===== src/rtl/lbs_pkg.sv =====
package lbs_pkg;
    localparam int ADDR_W   = 20;
    localparam int REG_W    = 8;
    localparam int NUM_REGS = 7;
    localparam int IDX_W    = $clog2(NUM_REGS + 1);
    localparam int SEG_LSB  = 14;

    typedef enum logic {
        ST_OPEN,
        ST_SEALED
    } lock_state_e;

    typedef struct packed {
        logic             match;
        logic [IDX_W-1:0] idx;
        logic             hi;
    } seg_sel_t;

    function automatic logic [REG_W-1:0] field_mask(input int idx);
        return (idx == 0) ? 8'h30 : 8'h33;
    endfunction
endpackage


===== src/rtl/lbs_lock_fsm.sv =====
module lbs_lock_fsm
    import lbs_pkg::*;
(
    input  logic clk,
    input  logic rst_n,
    input  logic lock_set,
    output logic wr_allow
);
    lock_state_e state_q, state_d;

    always_comb begin
        state_d = state_q;
        unique case (state_q)
            ST_OPEN:   if (lock_set) state_d = ST_SEALED;
            ST_SEALED: state_d = ST_SEALED;
            default:   state_d = ST_OPEN;
        endcase
    end

    always_ff @(posedge clk or negedge rst_n) begin
        if (!rst_n) state_q <= ST_OPEN;
        else        state_q <= state_d;
    end

    always_comb begin
        unique case (state_q)
            ST_OPEN:   wr_allow = 1'b1;
            ST_SEALED: wr_allow = 1'b0;
            default:   wr_allow = 1'b0;
        endcase
    end

    assert_lock_sticky_R10: assert property (@(posedge clk) disable iff (!rst_n)
        (state_q == ST_SEALED) |=> (state_q == ST_SEALED));
endmodule


===== src/rtl/lbs_attr_bank.sv =====
module lbs_attr_bank
    import lbs_pkg::*;
#(
    parameter int N_REGS = NUM_REGS,
    parameter int RW     = REG_W,
    parameter int IW     = IDX_W
)(
    input  logic          clk,
    input  logic          rst_n,
    input  logic          wr_allow,
    input  logic          cfg_we,
    input  logic [IW-1:0] cfg_idx,
    input  logic [RW-1:0] cfg_wdata,
    output logic [RW-1:0] cfg_rdata,
    input  logic [IW-1:0] sel_idx,
    output logic [RW-1:0] sel_byte
);
    logic [N_REGS-1:0][RW-1:0] bank;

    for (genvar g = 0; g < N_REGS; g++) begin : g_reg
        localparam logic [RW-1:0] MASK = field_mask(g);
        always_ff @(posedge clk or negedge rst_n) begin
            if (!rst_n)
                bank[g] <= '0;
            else if (wr_allow && cfg_we && (int'(cfg_idx) == g))
                bank[g] <= cfg_wdata & MASK;
        end

        assert_resv_zero_R6: assert property (@(posedge clk) disable iff (!rst_n)
            (bank[g] & ~MASK) == '0);
    end

    always_comb begin
        cfg_rdata = '0;
        if (int'(cfg_idx) < N_REGS) cfg_rdata = bank[cfg_idx];
    end

    always_comb begin
        sel_byte = '0;
        if (int'(sel_idx) < N_REGS) sel_byte = bank[sel_idx];
    end

    assert_frozen_R9: assert property (@(posedge clk) disable iff (!rst_n)
        !wr_allow |=> $stable(bank));
endmodule


===== src/rtl/lbs_seg_decode.sv =====
module lbs_seg_decode
    import lbs_pkg::*;
#(
    parameter int AW = ADDR_W
)(
    input  logic [AW-1:SEG_LSB] addr_hi,
    output seg_sel_t            sel
);
    localparam int TOP = AW - 1;

    always_comb begin
        sel = '0;
        if (addr_hi[TOP -: 4] == 4'hF) begin
            sel.match = 1'b1;
            sel.idx   = '0;
            sel.hi    = 1'b1;
        end else if (addr_hi[TOP -: 2] == 2'b11) begin
            sel.match = 1'b1;
            sel.idx   = IDX_W'(addr_hi[TOP-2 -: 3]) + IDX_W'(1);
            sel.hi    = addr_hi[SEG_LSB];
        end
    end
endmodule


===== src/rtl/lbs_steer_top.sv =====
module lbs_steer_top
    import lbs_pkg::*;
(
    input  logic              clk,
    input  logic              rst_n,
    input  logic              cfg_we,
    input  logic [IDX_W-1:0]  cfg_idx,
    input  logic [REG_W-1:0]  cfg_wdata,
    output logic [REG_W-1:0]  cfg_rdata,
    input  logic              lock_set,
    input  logic [ADDR_W-1:0] req_addr,
    input  logic              req_is_wr,
    output logic              route_mem,
    output logic              no_match
);
    logic             wr_allow;
    seg_sel_t         sel;
    logic [REG_W-1:0] sel_byte;
    logic [1:0]       field;

    lbs_lock_fsm u_lock (
        .clk      (clk),
        .rst_n    (rst_n),
        .lock_set (lock_set),
        .wr_allow (wr_allow)
    );

    lbs_seg_decode #(.AW(ADDR_W)) u_dec (
        .addr_hi (req_addr[ADDR_W-1:SEG_LSB]),
        .sel     (sel)
    );

    lbs_attr_bank #(.N_REGS(NUM_REGS), .RW(REG_W), .IW(IDX_W)) u_bank (
        .clk       (clk),
        .rst_n     (rst_n),
        .wr_allow  (wr_allow),
        .cfg_we    (cfg_we),
        .cfg_idx   (cfg_idx),
        .cfg_wdata (cfg_wdata),
        .cfg_rdata (cfg_rdata),
        .sel_idx   (sel.idx),
        .sel_byte  (sel_byte)
    );

    assign field     = sel.hi ? sel_byte[5:4] : sel_byte[1:0];
    assign route_mem = sel.match & (req_is_wr ? field[1] : field[0]);
    assign no_match  = ~sel.match;

    assert_nomatch_quiet_R7: assert property (@(posedge clk) disable iff (!rst_n)
        no_match |-> !route_mem);
    assert_low_addr_R7: assert property (@(posedge clk) disable iff (!rst_n)
        (req_addr < 20'hC0000) |-> no_match);
    assert_high_addr_R7: assert property (@(posedge clk) disable iff (!rst_n)
        (req_addr >= 20'hC0000) |-> !no_match);
endmodule


===== config.mk =====
export PLATFORM = sky130hd
export DESIGN_NAME = lbs_steer_top
export DESIGN_NICKNAME = d
export VERILOG_FILES = /design/src/rtl/lbs_pkg.sv /design/src/rtl/lbs_lock_fsm.sv /design/src/rtl/lbs_attr_bank.sv /design/src/rtl/lbs_seg_decode.sv /design/src/rtl/lbs_steer_top.sv
export SDC_FILE = /design/constraint.sdc
export NUM_CORES = 1
export LEC_CHECK = 0
export ABC_AREA = 1
export BUFFER_PORTS_ARGS = -buffer_cell sky130_fd_sc_hd__buf_2
export CORE_MARGIN = 2
export CORE_UTILIZATION = 40
export DETAILED_ROUTE_END_ITERATION = 10
export PLACE_DENSITY = 0.74
export SLEW_MARGIN = 15
export SYNTH_ARGS = -nofsm -noshare
export SYNTH_HDL_FRONTEND = slang
export SYNTH_SLANG_ARGS = --single-unit

===== constraint.sdc =====
create_clock -name clk -period 3.3 [get_ports clk]
set_input_delay 0.495 -clock clk [delete_from_list [all_inputs] [get_ports clk]]
set_output_delay 0.495 -clock clk [all_outputs]
set_load 0.05 [all_outputs]

==> flow_results.xml, run 1 <==
<?xml version="1.0" encoding="UTF-8"?>
<metrics>
  <group name="die">
    <metric name="die_width" unit="um">69.1</metric>
    <metric name="initial_core_utilization" unit="">0.421</metric>
    <metric name="dieArea" unit="sq um">4780</metric>
    <metric name="core_area" unit="sq um">4030</metric>
    <metric name="std_cell_rows" unit="">23</metric>
    <metric name="design.portCount" unit="">46</metric>
    <metric name="chipHeight" unit="um">69.1</metric>
  </group>
  <group name="drt">
    <metric name="drtAntennaViolNets" unit="">0</metric>
    <metric name="drt_iter0_drc" unit="">105</metric>
    <metric name="mean_routed_wirelength_per_cell" unit="um">12.8</metric>
    <metric name="vias_per_cell" unit="">5.05</metric>
    <metric name="detailroute.via_count" unit="">1585</metric>
    <metric name="route.final.wire_length" unit="um">4020</metric>
    <metric name="route.detailed.drc" unit="">0</metric>
    <metric name="detail_route.first_pass.iterations" unit="">4</metric>
  </group>
  <group name="power_and_ir_drop">
    <metric name="power-per-cell-area" unit="nW/um^2">361</metric>
    <metric name="power.ir.vdd_worst" unit="uV">204</metric>
    <metric name="power.static_leakage" unit="nW">0.939</metric>
  </group>
  <group name="logic_synthesis">
    <metric name="synth_area_leaders" unit="">dfrtp_1 40%, nand2_1 14%, o21ai_0 10%</metric>
    <metric name="post_synth.cell_area_avg" unit="sq um">7.10</metric>
    <metric name="synth_top_cell_area_share" unit="">0.398</metric>
    <metric name="synth_largest_area_cell" unit="">dfrtp_1</metric>
    <metric name="syn-cell-area" unit="sq um">1700</metric>
    <metric name="number_of_synthesized_register_bits" unit="">27</metric>
    <metric name="synth-seq-area-share" unit="">0.398</metric>
    <metric name="async_reset_ff_frac" unit="">1.00</metric>
    <metric name="ys_dominant_reg_cell" unit="">dfrtp_1</metric>
    <metric name="synthMostInstantiatedCell" unit="">nand2_1</metric>
    <metric name="number_of_enable_flip_flop_cells_after_synthesis" unit="">0</metric>
    <metric name="netlist_top_cells_count" unit="">62 x nand2_1, 37 x inv_1, 34 x o21ai_0, 27 x dfrtp_1, 21 x nand3_1</metric>
    <metric name="ys.warnings.count" unit="">0</metric>
    <metric name="synthCells" unit="">239</metric>
    <metric name="synth.lib_cells_used.distinct" unit="">28</metric>
  </group>
  <group name="cts">
    <metric name="htree_levels" unit="">1</metric>
    <metric name="cts_sinks" unit="">27</metric>
    <metric name="cts_max_path_buffers" unit="">2</metric>
    <metric name="cts_post_setup_buffers_inserted" unit="">0</metric>
    <metric name="numCtsBuffers" unit="">3</metric>
    <metric name="hold_buffers" unit="">0</metric>
    <metric name="cts_resized" unit="">0</metric>
    <metric name="clk_latency_worst_skew_pair" unit="ns">0.27</metric>
    <metric name="root_driver" unit="">clkbuf_8</metric>
    <metric name="tritoncts" unit="">done</metric>
    <metric name="clk_transition_reported_paths" unit="ns">0.09</metric>
  </group>
  <group name="layout">
    <metric name="final_cell_count_no_fill" unit="">314</metric>
    <metric name="final_net_count" unit="">302</metric>
    <metric name="final_layout_size_suffix_gt1_frac" unit="">0.163</metric>
    <metric name="syn2layout_area_growth" unit="%">11.4</metric>
    <metric name="n_antenna_cell" unit="">0</metric>
    <metric name="num-fill-cells" unit="">425</metric>
  </group>
  <group name="sta">
    <metric name="slew_headroom" unit="">0.597</metric>
    <metric name="timing.setup.tns" unit="ns">0</metric>
    <metric name="worst_pin_slew" unit="ns">0.604</metric>
    <metric name="post-route-min-period" unit="ns">2.45</metric>
    <metric name="final_min_period_over_clock_period" unit="">0.741</metric>
    <metric name="rsz0062_at_grt" unit="">no</metric>
    <metric name="setup_viol_count_final" unit="">0</metric>
    <metric name="hold_vio_cnt_final" unit="">0</metric>
    <metric name="maxClockFrequency" unit="MHz">409</metric>
    <metric name="clock_skew" unit="ns">0.00177</metric>
    <metric name="timing.final.max_slew_violations" unit="">0</metric>
  </group>
  <group name="job">
    <metric name="cap_viol_max_count" unit="">0</metric>
  </group>
  <group name="global_route">
    <metric name="grt_pass1_wl" unit="um">6880</metric>
    <metric name="gr-usage-all-layers" unit="">0.175</metric>
    <metric name="grt_start_max_net_pins" unit="">28</metric>
    <metric name="grt_pass1_vias" unit="">1540</metric>
    <metric name="global_route.overflow_total" unit="">0</metric>
    <metric name="grt_antenna_before_repair" unit="">0</metric>
  </group>
  <group name="critical_path">
    <metric name="timing.setup.critical_path_class" unit="">in -&gt; out</metric>
    <metric name="setup.worst_path.end_class" unit="">primary output</metric>
    <metric name="critPathLaunchType" unit="">input port</metric>
    <metric name="critical_path.max_fanout" unit="">9</metric>
    <metric name="worstPathRequired" unit="ns">2.80</metric>
    <metric name="arrival" unit="ns">1.95</metric>
  </group>
  <group name="run_status">
    <metric name="run_status" unit="">complete, no violations</metric>
  </group>
  <group name="placement">
    <metric name="place_congestion" unit="">0.794</metric>
    <metric name="numPlacedInstances" unit="">310</metric>
    <metric name="place_hpwl" unit="um">3040</metric>
    <metric name="port_buffers" unit="">23</metric>
  </group>
  <group name="worst_hold_path">
    <metric name="hold_class" unit="">in -&gt; async</metric>
  </group>
</metrics>
-- per-stage QoR --
step	setup slack [ns]	util	area, sq um	total power, mW	hold WS (ns)
after floorplan	0.731	-	1710	0.460	0.199
after global placement	0.878	0.458	1840	0.500	0.469
after detailed placement	0.885	0.458	1840	0.502	0.473
after CTS	0.877	0.469	1890	0.688	0.240
after global routing	0.693	0.469	1890	0.719	0.259
final	0.854	0.469	1890	0.682	0.221
-- power by group --
group	switching, mW	internal [mW]
Clock	0.0997	0.0864
Sequential	0.00869	0.344
Combinational	0.104	0.0394
-- registers in the layout, summed over array words and instances (netlist names) --
name            cells
u_bank.bank        26
u_lock.state_q      1
-- logic make-up (layout without fill, tap and decap cells) --
group | Yosys count | in the layout | share of synthesized area
AOI/OAI and AO/OA | 46 | 46 | 0.150
xor gates and xnor gates | 1 | 1 | 0.00516
adders and majority gates | 1 | 1 | 0.00737
buffers and inverters | 46 | 68 | 0.118
DFF | 27 | 27 | 0.398
other | 1 | 4 | 0.00221
and+or+nand+nor | 117 | 117 | 0.319
-- worst paths after layout --
check                      cells after the start                           to                        start  slack (ns)
max                                           11                    route_mem                 req_addr[15]        0.85
min                                            1  u_bank.bank[44]$_DFFE_PN0P_                        rst_n        0.22
max reg2reg                                    3  u_bank.bank[12]$_DFFE_PN0P_     u_lock.state_q$_DFF_PN0_        1.81
min reg2reg                                    2  u_bank.bank[20]$_DFFE_PN0P_  u_bank.bank[20]$_DFFE_PN0P_        0.49
max in group asynchronous                      1  u_bank.bank[20]$_DFFE_PN0P_                        rst_n        2.68
min in group clk                               2     u_lock.state_q$_DFF_PN0_                     lock_set        0.41
-- area by class of cell --
cell class | count | area (sq um) | share of cell area
clock buffer | 4 | 45.0 | 0.0238
inverter | 41 | 159 | 0.0841
multi-input combinational | 169 | 832 | 0.440
sequential | 27 | 676 | 0.358
tap | 50 | 62.6 | 0.0331
timing repair buffer | 23 | 115 | 0.0609
-- per-layer routing --
layer,share of wire,vias to the layer above,GRT usage
met2,0.46,48,0.294
met4,0.011,0,0.0458
met1,0.48,719,0.245
met5,0,-,0
li1,-,813,-
met3,0.045,5,0.0132
-- cells in the final DEF, fill, tap and decap left out, types with 3 or more instances in the layout --
cell	n
clkbuf_8	3
nand3_1	21
o22ai_1	3
conb_1	4
nor2_1	18
inv_2	3
inv_1	37
nor2_2	4
dfrtp_1	27
buf_2	23
nand2_1	62
o21ai_0	34
nand4_1	3
-- critical path: stages --
cell	delay, ns
buf_2	0.13
ha_1	0.36
nand3_4	0.15
nor2_1	0.12
nand2_1	0.06
a21oi_1	0.14
nand2_1	0.06
nand3_1	0.09
nand2_1	0.05
inv_1	0.04
buf_2	0.25
Note: power is estimated with default switching activity, not from simulation.
==> run 2, diff against run 1 <==
--- a/config.mk
+++ b/config.mk
@@ -10,7 +10,7 @@
 export CORE_MARGIN = 2
 export CORE_UTILIZATION = 40
 export DETAILED_ROUTE_END_ITERATION = 10
-export PLACE_DENSITY = 0.74
+export PLACE_DENSITY = 0.76
 export SLEW_MARGIN = 15
 export SYNTH_ARGS = -nofsm -noshare
 export SYNTH_HDL_FRONTEND = slang
==> constraint.sdc (replaced) <==
create_clock -name clk -period 2.1 [get_ports clk]
set_input_delay 0.315 -clock clk [delete_from_list [all_inputs] [get_ports clk]]
set_output_delay 0.315 -clock clk [all_outputs]
set_load 0.05 [all_outputs]
==> run 2 against run 1 <==
Effect of this change:
- non-clock buffer count up 4
- design area is 3.2% higher
- global-route usage grew 0.80 points
- die area stayed put
- clock-buffer cell count stayed put
- critical endpoint unchanged
- worst hold slack got worse by 0.19 ns
- first-iteration DRC count rose by 30%
- final cell count is 1.6% higher
- highest routed layer unchanged
- sequential share of layout area shrank 1.1 points
- utilization up 1.5 points
- power rose by 60%
- clock skew increased by 0.0028 ns
==> flow_results.xml, run 2 (same netlist as run 1, synthesis figures left out) <==
<?xml version="1.0" encoding="UTF-8"?>
<metrics>
  <group name="power_and_ir_drop">
    <metric name="power-per-cell-area" unit="nW/um^2">559</metric>
    <metric name="switching_power_of_the_nets" unit="mW">0.342</metric>
    <metric name="power.ir.vdd_worst" unit="uV">316</metric>
    <metric name="p_seq_frac" unit="">0.508</metric>
    <metric name="design_power_total" unit="mW">1.09</metric>
    <metric name="clock_power_share" unit="">0.270</metric>
    <metric name="share_comb_of_total_power" unit="">0.222</metric>
    <metric name="power.static_leakage" unit="nW">0.960</metric>
    <metric name="internal_power" unit="mW">0.749</metric>
    <metric name="swShare" unit="">0.314</metric>
  </group>
  <group name="sta">
    <metric name="maxClockFrequency" unit="MHz">512</metric>
    <metric name="setup_viol_count_final" unit="">0</metric>
    <metric name="finalWorstSetupSlack" unit="ns">0.146</metric>
    <metric name="slew_headroom" unit="">0.606</metric>
    <metric name="clock_skew" unit="ns">0.00455</metric>
    <metric name="worst_pin_slew" unit="ns">0.592</metric>
    <metric name="hold_vio_cnt_final" unit="">0</metric>
    <metric name="final_min_period_over_clock_period" unit="">0.930</metric>
    <metric name="timing.final.max_slew_violations" unit="">0</metric>
    <metric name="post-route-min-period" unit="ns">1.95</metric>
  </group>
  <group name="die">
    <metric name="initial_core_utilization" unit="">0.421</metric>
    <metric name="chipHeight" unit="um">69.1</metric>
    <metric name="die_width" unit="um">69.1</metric>
    <metric name="std_cell_rows" unit="">23</metric>
    <metric name="dieArea" unit="sq um">4780</metric>
    <metric name="design.portCount" unit="">46</metric>
    <metric name="core_area" unit="sq um">4030</metric>
  </group>
  <group name="layout">
    <metric name="top_regs" unit="">u_bank.bank: 26 flops, u_lock.state_q: 1 flops</metric>
    <metric name="number_of_flip_flops_under_the_largest_register_name" unit="">26</metric>
    <metric name="combined_area_of_the_multi_input_logic_cells" unit="sq um">860</metric>
    <metric name="final_layout_size_suffix_gt1_frac" unit="">0.190</metric>
    <metric name="final_common_cell" unit="">nand2_1</metric>
    <metric name="seqCellArea" unit="sq um">676</metric>
    <metric name="most-common-layout-cells" unit="">62 x nand2_1, 37 x inv_1, 31 x o21ai_0</metric>
    <metric name="final_net_count" unit="">307</metric>
    <metric name="num-fill-cells" unit="">421</metric>
    <metric name="top_register" unit="">u_bank.bank</metric>
    <metric name="n_antenna_cell" unit="">0</metric>
    <metric name="syn2layout_area_growth" unit="%">15.0</metric>
  </group>
  <group name="cts">
    <metric name="numCtsBuffers" unit="">3</metric>
    <metric name="cts_max_path_buffers" unit="">2</metric>
    <metric name="tritoncts" unit="">done</metric>
    <metric name="root_driver" unit="">clkbuf_8</metric>
    <metric name="clk_latency_worst_skew_pair" unit="ns">0.27</metric>
    <metric name="htree_levels" unit="">1</metric>
    <metric name="cts_sinks" unit="">27</metric>
    <metric name="clk_transition_reported_paths" unit="ns">0.09</metric>
  </group>
  <group name="worst_hold_path">
    <metric name="hold_class" unit="">in -&gt; async</metric>
  </group>
  <group name="run_status">
    <metric name="run_status" unit="">complete, no violations</metric>
  </group>
  <group name="drt">
    <metric name="drt_iter0_drc" unit="">136</metric>
    <metric name="detailroute.via_count" unit="">1631</metric>
    <metric name="route.final.wire_length" unit="um">4080</metric>
    <metric name="route.detailed.drc" unit="">0</metric>
    <metric name="vias_per_cell" unit="">5.11</metric>
    <metric name="detail_route.first_pass.iterations" unit="">6</metric>
    <metric name="drtAntennaViolNets" unit="">0</metric>
    <metric name="mean_routed_wirelength_per_cell" unit="um">12.8</metric>
  </group>
  <group name="global_route">
    <metric name="grt_antenna_before_repair" unit="">0</metric>
    <metric name="grt_start_max_net_pins" unit="">28</metric>
    <metric name="gr-usage-all-layers" unit="">0.183</metric>
    <metric name="global_route.overflow_total" unit="">0</metric>
    <metric name="grt_pass1_wl" unit="um">7150</metric>
    <metric name="grt_pass1_vias" unit="">1560</metric>
  </group>
  <group name="critical_path">
    <metric name="buffer_and_inverter_count_on_the_worst_path" unit="">5</metric>
    <metric name="critPathLaunchType" unit="">input port</metric>
    <metric name="cp_cell_sequence" unit="">buf_2 &gt; buf_4 &gt; clkinv_2 &gt; nand3_2 &gt; nand2_1 &gt; nand3_1 &gt; nand3_1 &gt; nand2_1 &gt; nand3_2 &gt; nand2_1 &gt; inv_1 &gt; buf_4</metric>
    <metric name="worst_path_most_repeated_cell" unit="">nand2_1</metric>
    <metric name="crit_path_max_incr_delay" unit="ns">0.20</metric>
    <metric name="worstPathRequired" unit="ns">1.78</metric>
    <metric name="critical_path.max_fanout" unit="">10</metric>
    <metric name="cpMaxStageDelayCell" unit="">nand3_2</metric>
    <metric name="timing.setup.critical_path_class" unit="">in -&gt; out</metric>
    <metric name="timing.critical_path.max_delay_family" unit="">simple AND/OR/NAND/NOR gates</metric>
    <metric name="arrival" unit="ns">1.64</metric>
    <metric name="setup.worst_path.end_class" unit="">primary output</metric>
  </group>
  <group name="placement">
    <metric name="post-place-ws" unit="ns">0.0529</metric>
    <metric name="place_congestion" unit="">0.806</metric>
    <metric name="port_buffers" unit="">23</metric>
    <metric name="place_hpwl" unit="um">3010</metric>
  </group>
  <group name="job">
    <metric name="cap_viol_max_count" unit="">0</metric>
  </group>
</metrics>
## run 2: final timing paths
kind | startpoint | to | slack [ns] | depth (start not counted)
setup reg to reg | u_lock.state_q$_DFF_PN0_ | u_bank.bank[13]$_DFFE_PN0P_ | 0.62 | 4
min in group clk | lock_set | u_lock.state_q$_DFF_PN0_ | 0.22 | 2
max in group asynchronous | rst_n | u_bank.bank[17]$_DFFE_PN0P_ | 1.68 | 1
hold reg to reg | u_bank.bank[20]$_DFFE_PN0P_ | u_bank.bank[20]$_DFFE_PN0P_ | 0.50 | 2
setup / recovery | req_addr[15] | route_mem | 0.15 | 12
hold / removal | rst_n | u_bank.bank[52]$_DFFE_PN0P_ | 0.03 | 1
## run 2: area by class of cell
type,instances,area share
multi-input combinational,170,0.441
sequential,27,0.346
inverter,41,0.0821
timing repair buffer,27,0.0757
tap,50,0.0321
clock buffer,4,0.0231
## run 2: worst reg2reg max path, stage by stage, from the launching register on
cell	delay, ns
dfrtp_1	0.40
nor3_1	0.46
nand2_1	0.29
nand2_1	0.12
o21ai_0	0.09
## run 2: stage by stage
stage	cell area [sq um]	utilization	hold slack, ns	TNS (ns)	instances
after global routing	1950	0.484	0.0886	-0.00630	319
after floorplan	1710	-	0.0194	0	242
after global placement	1870	0.463	0.353	0	313
after CTS	1910	0.475	0.0589	0	317
after detailed placement	1870	0.463	0.359	0	313
final	1950	0.484	0.0327	0	319
## run 2: layer usage
metal	part of all wire	track usage	wire [um]	up-vias
met5	0	0	0	-
met4	0.014	0.0654	59	0
met3	0.051	0.0132	207	5
met2	0.46	0.284	1860	59
met1	0.48	0.268	1950	743
li1	-	-	-	824
## run 2: repair_timing
item                                   4_1_cts  5_1_grt
gates resized for setup                      0        6
buffers inserted                             0        1
endpoints found under the hold margin        0        0
setup endpoints to repair                    0        1
hold buffers                                 0        0
## run 2: power groups by stage
| stage | registers (mW) | clock network (mW) | logic [mW] |
|---|---|---|---|
| 3_5_place_dp | 0.564 | 0 | 0.231 |
| 5_1_grt | 0.557 | 0.320 | 0.270 |
| 4_1_cts | 0.554 | 0.299 | 0.232 |
| 2_1_floorplan | 0.560 | 0 | 0.164 |
| 3_3_place_gp | 0.563 | 0 | 0.228 |
| 6_report | 0.554 | 0.294 | 0.242 |
==> run 3, diff against run 2 <==
--- a/config.mk
+++ b/config.mk
@@ -11,6 +11,7 @@
 export CORE_UTILIZATION = 40
 export DETAILED_ROUTE_END_ITERATION = 10
 export PLACE_DENSITY = 0.76
+export REMOVE_ABC_BUFFERS = 1
 export SLEW_MARGIN = 15
 export SYNTH_ARGS = -nofsm -noshare
 export SYNTH_HDL_FRONTEND = slang
==> run 3 against run 2 <==
Effect of this change:
- die area unchanged
- sequential power is essentially flat
- non-clock buffer count is 1 lower
- combinational power about the same
- final cell count is 0.31% lower
- largest power group unchanged
==> flow_results.xml, run 3 (same netlist as run 1, synthesis figures left out) <==
<?xml version="1.0" encoding="UTF-8"?>
<metrics>
  <group name="cts">
    <metric name="hold_buffers" unit="">0</metric>
    <metric name="clk_latency_worst_skew_pair" unit="ns">0.27</metric>
    <metric name="tritoncts" unit="">done</metric>
    <metric name="htree_levels" unit="">1</metric>
    <metric name="cts_max_path_buffers" unit="">2</metric>
    <metric name="numCtsBuffers" unit="">3</metric>
    <metric name="cts_sinks" unit="">27</metric>
    <metric name="root_driver" unit="">clkbuf_8</metric>
    <metric name="clk_transition_reported_paths" unit="ns">0.09</metric>
  </group>
  <group name="layout">
    <metric name="top_register" unit="">u_bank.bank</metric>
    <metric name="seqCellArea" unit="sq um">676</metric>
    <metric name="top_regs" unit="">u_bank.bank: 26 flops, u_lock.state_q: 1 flops</metric>
    <metric name="final_net_count" unit="">306</metric>
    <metric name="most-common-layout-cells" unit="">62 x nand2_1, 37 x inv_1, 34 x o21ai_0</metric>
    <metric name="final_layout_size_suffix_gt1_frac" unit="">0.179</metric>
    <metric name="num-fill-cells" unit="">411</metric>
    <metric name="combined_area_of_the_multi_input_logic_cells" unit="sq um">855</metric>
    <metric name="finish.instance_area" unit="sq um">1940</metric>
    <metric name="syn2layout_area_growth" unit="%">14.3</metric>
    <metric name="final_common_cell" unit="">nand2_1</metric>
    <metric name="n_antenna_cell" unit="">0</metric>
    <metric name="number_of_flip_flops_under_the_largest_register_name" unit="">26</metric>
  </group>
  <group name="sta">
    <metric name="slew_headroom" unit="">0.594</metric>
    <metric name="rsz0062_at_grt" unit="">no</metric>
    <metric name="setup_viol_count_final" unit="">0</metric>
    <metric name="timing.final.max_slew_violations" unit="">0</metric>
    <metric name="final_min_period_over_clock_period" unit="">0.947</metric>
    <metric name="post-route-min-period" unit="ns">1.99</metric>
    <metric name="clock_skew" unit="ns">0.00246</metric>
    <metric name="finalWorstSetupSlack" unit="ns">0.112</metric>
    <metric name="hold_vio_cnt_final" unit="">0</metric>
    <metric name="maxClockFrequency" unit="MHz">503</metric>
    <metric name="finalHoldWorstSlack" unit="ns">0.0423</metric>
    <metric name="worst_pin_slew" unit="ns">0.609</metric>
    <metric name="timing.setup.tns" unit="ns">0</metric>
  </group>
  <group name="critical_path">
    <metric name="buffer_and_inverter_count_on_the_worst_path" unit="">4</metric>
    <metric name="crit_path_max_incr_delay" unit="ns">0.30</metric>
    <metric name="setup.worst_path.end_class" unit="">primary output</metric>
    <metric name="timing.critical_path.max_delay_family" unit="">simple AND/OR/NAND/NOR gates</metric>
    <metric name="critical_path.max_fanout" unit="">8</metric>
    <metric name="arrival" unit="ns">1.67</metric>
    <metric name="worst_path_most_repeated_cell" unit="">nand3_1</metric>
    <metric name="worstPathRequired" unit="ns">1.78</metric>
    <metric name="timing.setup.critical_path_class" unit="">in -&gt; out</metric>
    <metric name="cp_cell_sequence" unit="">buf_2 &gt; nand2_4 &gt; inv_2 &gt; nor2_1 &gt; nand3_1 &gt; nand3_1 &gt; nand3_1 &gt; nand2_1 &gt; nand3_2 &gt; nand2_1 &gt; inv_1 &gt; buf_4</metric>
    <metric name="critPathLaunchType" unit="">input port</metric>
    <metric name="cpMaxStageDelayCell" unit="">nor2_1</metric>
  </group>
  <group name="run_status">
    <metric name="run_status" unit="">complete, no violations</metric>
  </group>
  <group name="drt">
    <metric name="mean_routed_wirelength_per_cell" unit="um">13.3</metric>
    <metric name="detailroute.via_count" unit="">1655</metric>
    <metric name="vias_per_cell" unit="">5.20</metric>
    <metric name="drt_iter0_drc" unit="">188</metric>
    <metric name="route.final.wire_length" unit="um">4230</metric>
    <metric name="drtAntennaViolNets" unit="">0</metric>
    <metric name="route.detailed.drc" unit="">0</metric>
    <metric name="detail_route.first_pass.iterations" unit="">4</metric>
  </group>
  <group name="global_route">
    <metric name="gr-usage-all-layers" unit="">0.178</metric>
    <metric name="grt_util_met2" unit="">0.280</metric>
    <metric name="global_route.usage.met1" unit="">0.256</metric>
    <metric name="grt_start_max_net_pins" unit="">28</metric>
    <metric name="grt_antenna_before_repair" unit="">0</metric>
    <metric name="grt_pass1_vias" unit="">1521</metric>
    <metric name="global_route.overflow_total" unit="">0</metric>
    <metric name="grt_pass1_wl" unit="um">6960</metric>
    <metric name="grt.busiest_layer" unit="">met2</metric>
    <metric name="globalRouteMet3Util" unit="">0.0234</metric>
  </group>
  <group name="die">
    <metric name="dieArea" unit="sq um">4780</metric>
    <metric name="std_cell_rows" unit="">23</metric>
    <metric name="die_width" unit="um">69.1</metric>
    <metric name="chipHeight" unit="um">69.1</metric>
    <metric name="design.portCount" unit="">46</metric>
    <metric name="core_area" unit="sq um">4030</metric>
    <metric name="initial_core_utilization" unit="">0.421</metric>
  </group>
  <group name="placement">
    <metric name="post-place-ws" unit="ns">0.0772</metric>
    <metric name="place_congestion" unit="">0.844</metric>
    <metric name="placedInstanceArea" unit="sq um">1870</metric>
    <metric name="port_buffers" unit="">23</metric>
    <metric name="place_hpwl" unit="um">3110</metric>
  </group>
  <group name="job">
    <metric name="cap_viol_max_count" unit="">0</metric>
  </group>
  <group name="power_and_ir_drop">
    <metric name="power-per-cell-area" unit="nW/um^2">563</metric>
    <metric name="power.ir.vdd_worst" unit="uV">296</metric>
    <metric name="power.static_leakage" unit="nW">0.956</metric>
    <metric name="design_power_total" unit="mW">1.09</metric>
  </group>
  <group name="worst_hold_path">
    <metric name="hold_class" unit="">in -&gt; async</metric>
  </group>
</metrics>
## run 3: cell count changes in the layout (fill, tap and decap cells not counted)
cell	change
buf_4	-1
clkinv_2	-1
nor2_2	-2
o21ai_0	+3
nor2_1	+2
o21ai_1	-3
inv_4	+1
## run 3: layout make-up
type / count / share of cell area
Tap cell: 50 / 0.0323
Clock buffer: 4 / 0.0232
Timing Repair Buffer: 26 / 0.0723
Sequential cell: 27 / 0.348
Inverter: 41 / 0.0832
Multi-Input combinational cell: 170 / 0.441
## run 3: worst reg2reg max path: stages, from the launching register on
cell and delay [ns]:
dfrtp_1 0.40, nor3_1 0.46, nand2_1 0.30, o21ai_0 0.25
## run 3: worst paths after layout
check / startpoint / slack (ns) / endpoint / cells past startpoint
setup / recovery: req_addr[16] / 0.11 / route_mem / 12
hold / removal: rst_n / 0.04 / u_bank.bank[13]$_DFFE_PN0P_ / 1
setup reg to reg: u_lock.state_q$_DFF_PN0_ / 0.61 / u_bank.bank[8]$_DFFE_PN0P_ / 3
hold reg to reg: u_bank.bank[29]$_DFFE_PN0P_ / 0.49 / u_bank.bank[29]$_DFFE_PN0P_ / 2
max in group asynchronous: rst_n / 1.66 / u_bank.bank[24]$_DFFE_PN0P_ / 1
min in group clk: lock_set / 0.22 / u_lock.state_q$_DFF_PN0_ / 2
## run 3: timing repair
action                     4_1_cts  5_1_grt
resized for setup                0        4
setup endpoints to repair        0        1
buffers inserted                 0        0
## run 3: report_power, final
part	total, mW	switching, mW	internal (mW)	leakage, nW
combinational	0.240	0.170	0.0701	0.602
sequential	0.555	0.0143	0.541	0.332
clock	0.297	0.161	0.136	0.0228
## run 3: stage by stage
step	util	std cells
floorplan	-	237
global placement	0.463	313
detailed placement	0.463	313
CTS	0.475	317
global route	0.481	318
finish	0.481	318
## run 3: per-layer routing
layer  part of all wire  vias to the layer above
met5                  0                        -
met4              0.010                        0
met3              0.069                        5
met2               0.47                       61
met1               0.45                      770
li1                   -                      819
